File: src/rtl/mc_wdt_pkg.sv
package mc_wdt_pkg;
  localparam logic [7:0] KEY_OPEN  = 8'h1E;
  localparam logic [7:0] KEY_CLOSE = 8'hE1;

  typedef enum logic [1:0] {
    PWR_RUN  = 2'd0,
    PWR_DOWN = 2'd1,
    PWR_HOLD = 2'd2
  } pwr_state_t;

  typedef enum logic {
    KEY_WAIT = 1'b0,
    KEY_HALF = 1'b1
  } key_state_t;
endpackage

File: src/rtl/mc_wdt_keyseq.sv
module mc_wdt_keyseq
  import mc_wdt_pkg::*;
#(
  parameter int DATA_W = 8
) (
  input  logic              clk,
  input  logic              rst_n,
  input  logic              wr_ok,
  input  logic              reg_sel,
  input  logic [DATA_W-1:0] wr_data,
  output logic              svc_fire
);
  key_state_t st_q, st_d;
  logic       close_hit;

  assign close_hit = wr_ok && !reg_sel && (wr_data[7:0] == KEY_CLOSE);

  always_comb begin
    st_d     = st_q;
    svc_fire = 1'b0;
    if (wr_ok) begin
      if (st_q == KEY_HALF && close_hit) begin
        svc_fire = 1'b1;
        st_d     = KEY_WAIT;
      end else if (!reg_sel && wr_data[7:0] == KEY_OPEN) begin
        st_d = KEY_HALF;
      end else begin
        st_d = KEY_WAIT;
      end
    end
  end

  always_ff @(posedge clk or negedge rst_n) begin
    if (!rst_n) st_q <= KEY_WAIT;
    else        st_q <= st_d;
  end

  // the key fires only straight after a first-key write
  assert_key_order_R4: assert property (@(posedge clk) disable iff (!rst_n)
    svc_fire |-> $past(wr_ok) || st_q == KEY_HALF);
endmodule

File: src/rtl/mc_wdt_pwrgate.sv
module mc_wdt_pwrgate
  import mc_wdt_pkg::*;
(
  input  logic clk,
  input  logic rst_n,
  input  logic pd_enter,
  input  logic ext_int_n,
  output logic run_ok
);
  pwr_state_t st_q, st_d;

  always_comb begin
    st_d = st_q;
    unique case (st_q)
      PWR_RUN:  if (pd_enter)   st_d = PWR_DOWN;
      PWR_DOWN: if (!ext_int_n) st_d = PWR_HOLD;
      PWR_HOLD: if (ext_int_n)  st_d = PWR_RUN;
      default:                  st_d = PWR_RUN;
    endcase
  end

  always_ff @(posedge clk or negedge rst_n) begin
    if (!rst_n) st_q <= PWR_RUN;
    else        st_q <= st_d;
  end

  assign run_ok = (st_q == PWR_RUN);

  // held state persists while the interrupt line stays low
  assert_hold_low_R8: assert property (@(posedge clk) disable iff (!rst_n)
    (st_q == PWR_HOLD && !ext_int_n) |=> st_q == PWR_HOLD);
  // power-down persists while the interrupt line stays high
  assert_down_stays_R7: assert property (@(posedge clk) disable iff (!rst_n)
    (st_q == PWR_DOWN && ext_int_n) |=> !run_ok);
endmodule

File: src/rtl/mc_wdt_counter.sv
module mc_wdt_counter #(
  parameter int BASE_EXP = 14,
  parameter int SEL_W    = 3,
  localparam int CNT_W   = BASE_EXP + (1 << SEL_W) - 1
) (
  input  logic             clk,
  input  logic             rst_n,
  input  logic             tick_en,
  input  logic             run_ok,
  input  logic             svc_fire,
  input  logic [SEL_W-1:0] sel,
  output logic             armed,
  output logic [CNT_W-1:0] count,
  output logic             ovf
);
  logic [CNT_W:0]   lim;
  logic [CNT_W-1:0] last_q;
  logic [CNT_W-1:0] cnt_d;
  logic             arm_d;
  logic             step;

  assign lim    = ({{CNT_W{1'b0}}, 1'b1} << (BASE_EXP + int'(sel))) - 1'b1;
  assign last_q = CNT_W'(lim - 1'b1);
  assign step   = armed && run_ok && tick_en;
  assign ovf    = !svc_fire && step && (count == last_q);

  always_comb begin
    cnt_d = count;
    arm_d = armed;
    if (svc_fire) begin
      cnt_d = '0;
      arm_d = 1'b1;
    end else if (ovf) begin
      cnt_d = '0;
      arm_d = 1'b0;
    end else if (step) begin
      cnt_d = count + 1'b1;
    end
  end

  always_ff @(posedge clk or negedge rst_n) begin
    if (!rst_n) begin
      count <= '0;
      armed <= 1'b0;
    end else begin
      count <= cnt_d;
      armed <= arm_d;
    end
  end

  // frozen while power gating holds the counter
  assert_freeze_R7: assert property (@(posedge clk) disable iff (!rst_n)
    (!run_ok && !svc_fire) |=> $stable(count));
  // overflow disarms and clears
  assert_ovf_clear_R6: assert property (@(posedge clk) disable iff (!rst_n)
    ovf |=> (!armed && count == '0));
  // no tick, no advance
  assert_tick_gate_R11: assert property (@(posedge clk) disable iff (!rst_n)
    (!tick_en && !svc_fire) |=> $stable(count));
endmodule

File: src/rtl/mc_wdt_pulse.sv
module mc_wdt_pulse #(
  parameter int PULSE_LEN = 96,
  localparam int PW = $clog2(PULSE_LEN + 1)
) (
  input  logic clk,
  input  logic rst_n,
  input  logic fire,
  output logic rst_out
);
  logic [PW-1:0] left_q, left_d;

  always_comb begin
    left_d = left_q;
    if (fire)              left_d = PW'(PULSE_LEN);
    else if (left_q != '0) left_d = left_q - 1'b1;
  end

  always_ff @(posedge clk or negedge rst_n) begin
    if (!rst_n) left_q <= '0;
    else        left_q <= left_d;
  end

  assign rst_out = (left_q != '0);

  // overflow starts the pulse on the next cycle
  assert_pulse_start_R5: assert property (@(posedge clk) disable iff (!rst_n)
    fire |=> rst_out);
  // no pulse appears without an overflow
  assert_no_spurious_R5: assert property (@(posedge clk) disable iff (!rst_n)
    (!rst_out && !fire) |=> !rst_out);
endmodule

File: src/rtl/mc_watchdog.sv
module mc_watchdog
  import mc_wdt_pkg::*;
#(
  parameter int BASE_EXP  = 14,
  parameter int SEL_W     = 3,
  parameter int PULSE_LEN = 96,
  parameter int DATA_W    = 8,
  localparam int CNT_W    = BASE_EXP + (1 << SEL_W) - 1
) (
  input  logic              clk,
  input  logic              rst_n,
  input  logic              tick_en,
  input  logic              wr_en,
  input  logic              reg_sel,
  input  logic [DATA_W-1:0] wr_data,
  output logic [DATA_W-1:0] rd_data,
  input  logic              pd_enter,
  input  logic              ext_int_n,
  input  logic              idle_mode,
  output logic              wdt_armed,
  output logic [CNT_W-1:0]  wdt_count,
  output logic              wdt_reset
);
  logic             run_ok;
  logic             wr_ok;
  logic             svc_fire;
  logic             ovf;
  logic [SEL_W-1:0] sel_q, sel_d;

  assign wr_ok = wr_en && run_ok;

  always_comb begin
    sel_d = sel_q;
    if (wr_ok && reg_sel) sel_d = wr_data[SEL_W-1:0];
  end

  always_ff @(posedge clk or negedge rst_n) begin
    if (!rst_n) sel_q <= '0;
    else        sel_q <= sel_d;
  end

  assign rd_data = {{(DATA_W-SEL_W){1'b0}}, sel_q};

  mc_wdt_pwrgate u_pwr (
    .clk(clk), .rst_n(rst_n), .pd_enter(pd_enter),
    .ext_int_n(ext_int_n), .run_ok(run_ok)
  );

  mc_wdt_keyseq #(.DATA_W(DATA_W)) u_key (
    .clk(clk), .rst_n(rst_n), .wr_ok(wr_ok), .reg_sel(reg_sel),
    .wr_data(wr_data), .svc_fire(svc_fire)
  );

  mc_wdt_counter #(.BASE_EXP(BASE_EXP), .SEL_W(SEL_W)) u_cnt (
    .clk(clk), .rst_n(rst_n), .tick_en(tick_en), .run_ok(run_ok),
    .svc_fire(svc_fire), .sel(sel_q), .armed(wdt_armed),
    .count(wdt_count), .ovf(ovf)
  );

  mc_wdt_pulse #(.PULSE_LEN(PULSE_LEN)) u_pulse (
    .clk(clk), .rst_n(rst_n), .fire(ovf), .rst_out(wdt_reset)
  );

  // a completed key arms and clears
  assert_service_R3: assert property (@(posedge clk) disable iff (!rst_n)
    svc_fire |=> (wdt_armed && wdt_count == '0));
  // idle does not stop counting
  assert_idle_counts_R9: assert property (@(posedge clk) disable iff (!rst_n)
    (idle_mode && run_ok && wdt_armed && tick_en && !svc_fire && !ovf)
      |=> wdt_count == $past(wdt_count) + 1'b1);
  // reserved read bits are zero
  assert_rsvd_zero_R2: assert property (@(posedge clk) disable iff (!rst_n)
    rd_data[DATA_W-1:SEL_W] == '0);
endmodule

File: config.mk
export PLATFORM = sky130hd
export DESIGN_NAME = mc_watchdog
export DESIGN_NICKNAME = d
export VERILOG_FILES = /design/src/rtl/mc_wdt_pkg.sv /design/src/rtl/mc_wdt_keyseq.sv /design/src/rtl/mc_wdt_pwrgate.sv /design/src/rtl/mc_wdt_counter.sv /design/src/rtl/mc_wdt_pulse.sv /design/src/rtl/mc_watchdog.sv
export SDC_FILE = /design/constraint.sdc
export NUM_CORES = 1
export LEC_CHECK = 0
export BUFFER_PORTS_ARGS = -buffer_cell sky130_fd_sc_hd__buf_4
export CAP_MARGIN = 20
export CORE_ASPECT_RATIO = 0.9
export CORE_UTILIZATION = 40
export DETAILED_ROUTE_END_ITERATION = 10
export PLACE_DENSITY = 0.74
export SLEW_MARGIN = 20
export SYNTH_ARGS = -nofsm -noshare
export SYNTH_HDL_FRONTEND = slang
export SYNTH_SLANG_ARGS = --single-unit
File: constraint.sdc
create_clock -name clk -period 5 [get_ports clk]
set_clock_uncertainty 0.15 [all_clocks]
set_input_delay 1 -clock clk [delete_from_list [all_inputs] [get_ports clk]]
set_output_delay 1 -clock clk [all_outputs]
set_load 0.02 [all_outputs]
==> impl_metrics.ini <==
[synthesis]
syn-mean-instance-area_um2 = 10.0
synth_flop_cell = dfrtp_1
synthSimpleGateAreaFrac_pct = 31.2
ys_warn_count = 0
synth_top_family_by_area = simple AND/OR/NAND/NOR gates
ys_types = 50
synth_area_um2 = 2210
yosys.area.top_type = dfrtp_1
async_reset_ff_share_pct = 100
synthAdderAreaFrac_pct = 4.53
synth_seq_cells = 35
synth_compound_area_share_pct = 6.29
synth.area.mux_share_pct = 1.42
netlist.area_leader.share_pct = 39.7
synth_edf_count = 0
synth_area_leaders = dfrtp_1 (40%), xnor2_1 (8.3%), ha_1 (4.5%), nor2_1 (4.1%), nor4_2 (4.0%)
yosysSeqAreaShare_pct = 39.7
synthXorXnorAreaFrac_pct = 11.9
syn_inst = 220

[floorplanning]
die_w_um = 80.3
fp.dieH_um = 72.5
pin_count = 47
rows = 25
start_util_pct = 41.8
die_area_um2 = 5820
core_um2 = 5290

[grt]
grt_pass1_vias = 1689
track_usage_pct = 17.7
antenna_found_initial = 0
grt_pass1_wl_mm = 7.87
gr-total-overflow = 0
grt_max_degree = 36

[finish]
seqCellArea_um2 = 876
postLayoutCoreUtil_pct = 49.6
areaGrowthSynthToFinish_pct = 18.8
drive_gt1_share_pct = 27.7
multi_input_area_um2 = 1240
fill_cells = 498
final_nets = 287
diodes = 0

[setup_path]
slowest_delay_ns = 0.52
rr_worst_depth = 7
required_ns = 3.85
criticalPathCategory = reg -> out
arrival_ns = 2.01
critical_path.most_common_cell = inv_1
path_cells = inv_1 > ha_1 > nand2b_1 > nor4_1 > inv_1 > buf_4
worstSetupEndpointType = output pin
cp_max_fo = 6
critical-path-top-delay-family = simple AND/OR/NAND/NOR gates
r2r-end = u_cnt.count[3]$_DFFE_PN0P_
crit_slowest_cell = nor4_1
path_buf_inv = 3
reg2reg_slack_ns = 2.01
r2r_start = sel_q[1]$_DFFE_PN0P_
crit_path_start_kind = flip-flop

[worst_hold_path]
worstHoldStart = u_pulse.left_q[6]$_DFFE_PN0P_
hold_depth = 2
hold_path_class = reg -> reg
hold_end = u_pulse.left_q[6]$_DFFE_PN0P_

[clock_tree]
clock_latency_ns = 0.29
cts_tree = yes
clock_path_buffers = 2
numCtsBuffers = 5
hold_buffers = 0
htree_levels = 2
cts_root_buf = clkbuf_8
postCtsSetupRepairBufs = 0
cts_resized = 0
cts.sinks = 35
clk_pin_slew_ns = 0.07

[place]
io_buffers = 40
place_congestion = 0.743
hpwl_mm = 3.27
place_ws_ns = 1.88

[timing]
max-slew-margin-rel_pct = 36.9
grt_setup_unrepaired = no
slew_violations = 0
final_hold_viol_count = 0
hold_slack_ns = 0.369
worstMarginPinSlew_ns = 0.947
setup_slack_ns = 1.84
setup_tns_ns = 0
setup_viol = 0
period_minus_slack_ns = 3.16
fin_crit_sh_pct = 63.2
fmax_mhz = 317

[routing]
routed_wl_mm = 4.46
drc = 0
drtPass1Iterations = 4
first_iter_violations = 76
final_antenna_net_count = 0
vias_per_cell = 5.10
num_vias = 1688
wire_per_inst_um = 13.5

[outcome]
outcome = finished clean

[power]
finalPower_mw = 0.931
leakage_nw = 1.11
powerDensity_nw_per_um2 = 355
vdd_drop_max_mv = 0.170

[run]
drv_cap = 0
## layout make-up
class | count | share of cell area (%)
clock inverter | 1 | 0.191
timing repair buffer | 40 | 11.4
multi-input combinational | 170 | 47.3
clock buffer | 7 | 2.91
tap | 67 | 3.20
sequential | 35 | 33.4
inverter | 11 | 1.57
## cells in the mapped netlist (all sizes together) (2+ instances only)
| cell | instances |
|---|---|
| dfrtp | 35 |
| nor4b | 4 |
| or3 | 2 |
| nor3 | 8 |
| and4 | 3 |
| o21ai | 9 |
| o31ai | 2 |
| mux2i | 2 |
| and3 | 2 |
| nor2 | 31 |
| and2 | 3 |
| nand4 | 3 |
| ha | 8 |
| nor4 | 14 |
| nand2b | 3 |
| xnor2 | 21 |
| nand2 | 11 |
| inv | 11 |
| buf | 8 |
| xor2 | 9 |
| nand3 | 10 |
| nor3b | 5 |
## state kept, by name, summed over array words and instances, names as in the netlist
name / flops
sel_q: 3
u_cnt.armed: 1
u_cnt.count: 21
u_key.st_q: 1
u_pulse.left_q: 7
u_pwr.st_q: 2
## stage by stage
step / cells / cell area [um2]
final: 331 / 2620
after floorplan: 224 / 2220
after detailed placement: 323 / 2540
after CTS: 331 / 2620
after global placement: 323 / 2540
after global routing: 331 / 2620
## worst register-to-register path: stages, from the launching register on
cell and delay [ns]:
dfrtp_1 0.49, inv_1 0.12, ha_1 0.29, nor3b_2 0.25, nor3b_1 0.21, o2111ai_1 0.29, o31ai_4 0.90, nor2_1 0.12
## placed cells by master, fill, tap and decap left out, types with 3 or more instances in the layout
cell / count
o21ai_0: 8
nor2_1: 24
nor3_1: 8
xor2_1: 9
xnor2_1: 21
nor3b_1: 3
clkbuf_8: 5
nand2b_1: 3
dfrtp_1: 35
ha_1: 8
nor4_2: 7
inv_1: 11
conb_1: 5
buf_4: 40
nand2_1: 11
nor2_2: 7
nand3_1: 10
nor4_1: 7
## power by group
| part | internal, mW | switching (mW) |
|---|---|---|
| Sequential | 0.320 | 0.0600 |
| Clock | 0.0977 | 0.101 |
| Combinational | 0.150 | 0.202 |
| Total | 0.568 | 0.363 |
## worst max-delay path by stage
stage,to,depth (start not counted),start
detailed placement,u_cnt.count[3]$_DFFE_PN0P_,6,tick_en
CTS,wdt_reset,6,u_pulse.left_q[0]$_DFFE_PN0P_
global placement,u_cnt.count[8]$_DFFE_PN0P_,6,tick_en
floorplan,u_cnt.count[17]$_DFFE_PN0P_,6,wr_data[1]
global route,wdt_reset,6,u_pulse.left_q[0]$_DFFE_PN0P_
finish,wdt_reset,6,u_pulse.left_q[0]$_DFFE_PN0P_
## cells by family (layout without fill, tap and decap cells)
kind of cell | count (synthesis) | in the layout
AO/OA/AOI/OAI | 17 | 17
flip-flops | 35 | 35
other | 1 | 5
AND/OR/NAND/NOR | 107 | 107
buffers and inverters | 19 | 59
adder cells (fa/ha/maj) | 8 | 8
XOR/XNOR | 30 | 30
multiplexers | 3 | 3
## routing by layer
metal	routed length [um]	GRT usage, %	up-vias
met5	0	0	-
met3	131	3.40	5
met1	2240	24.3	808
met4	59	7.14	0
li1	-	-	847
met2	2040	27.4	28
Power figures use the tool's default switching activity.
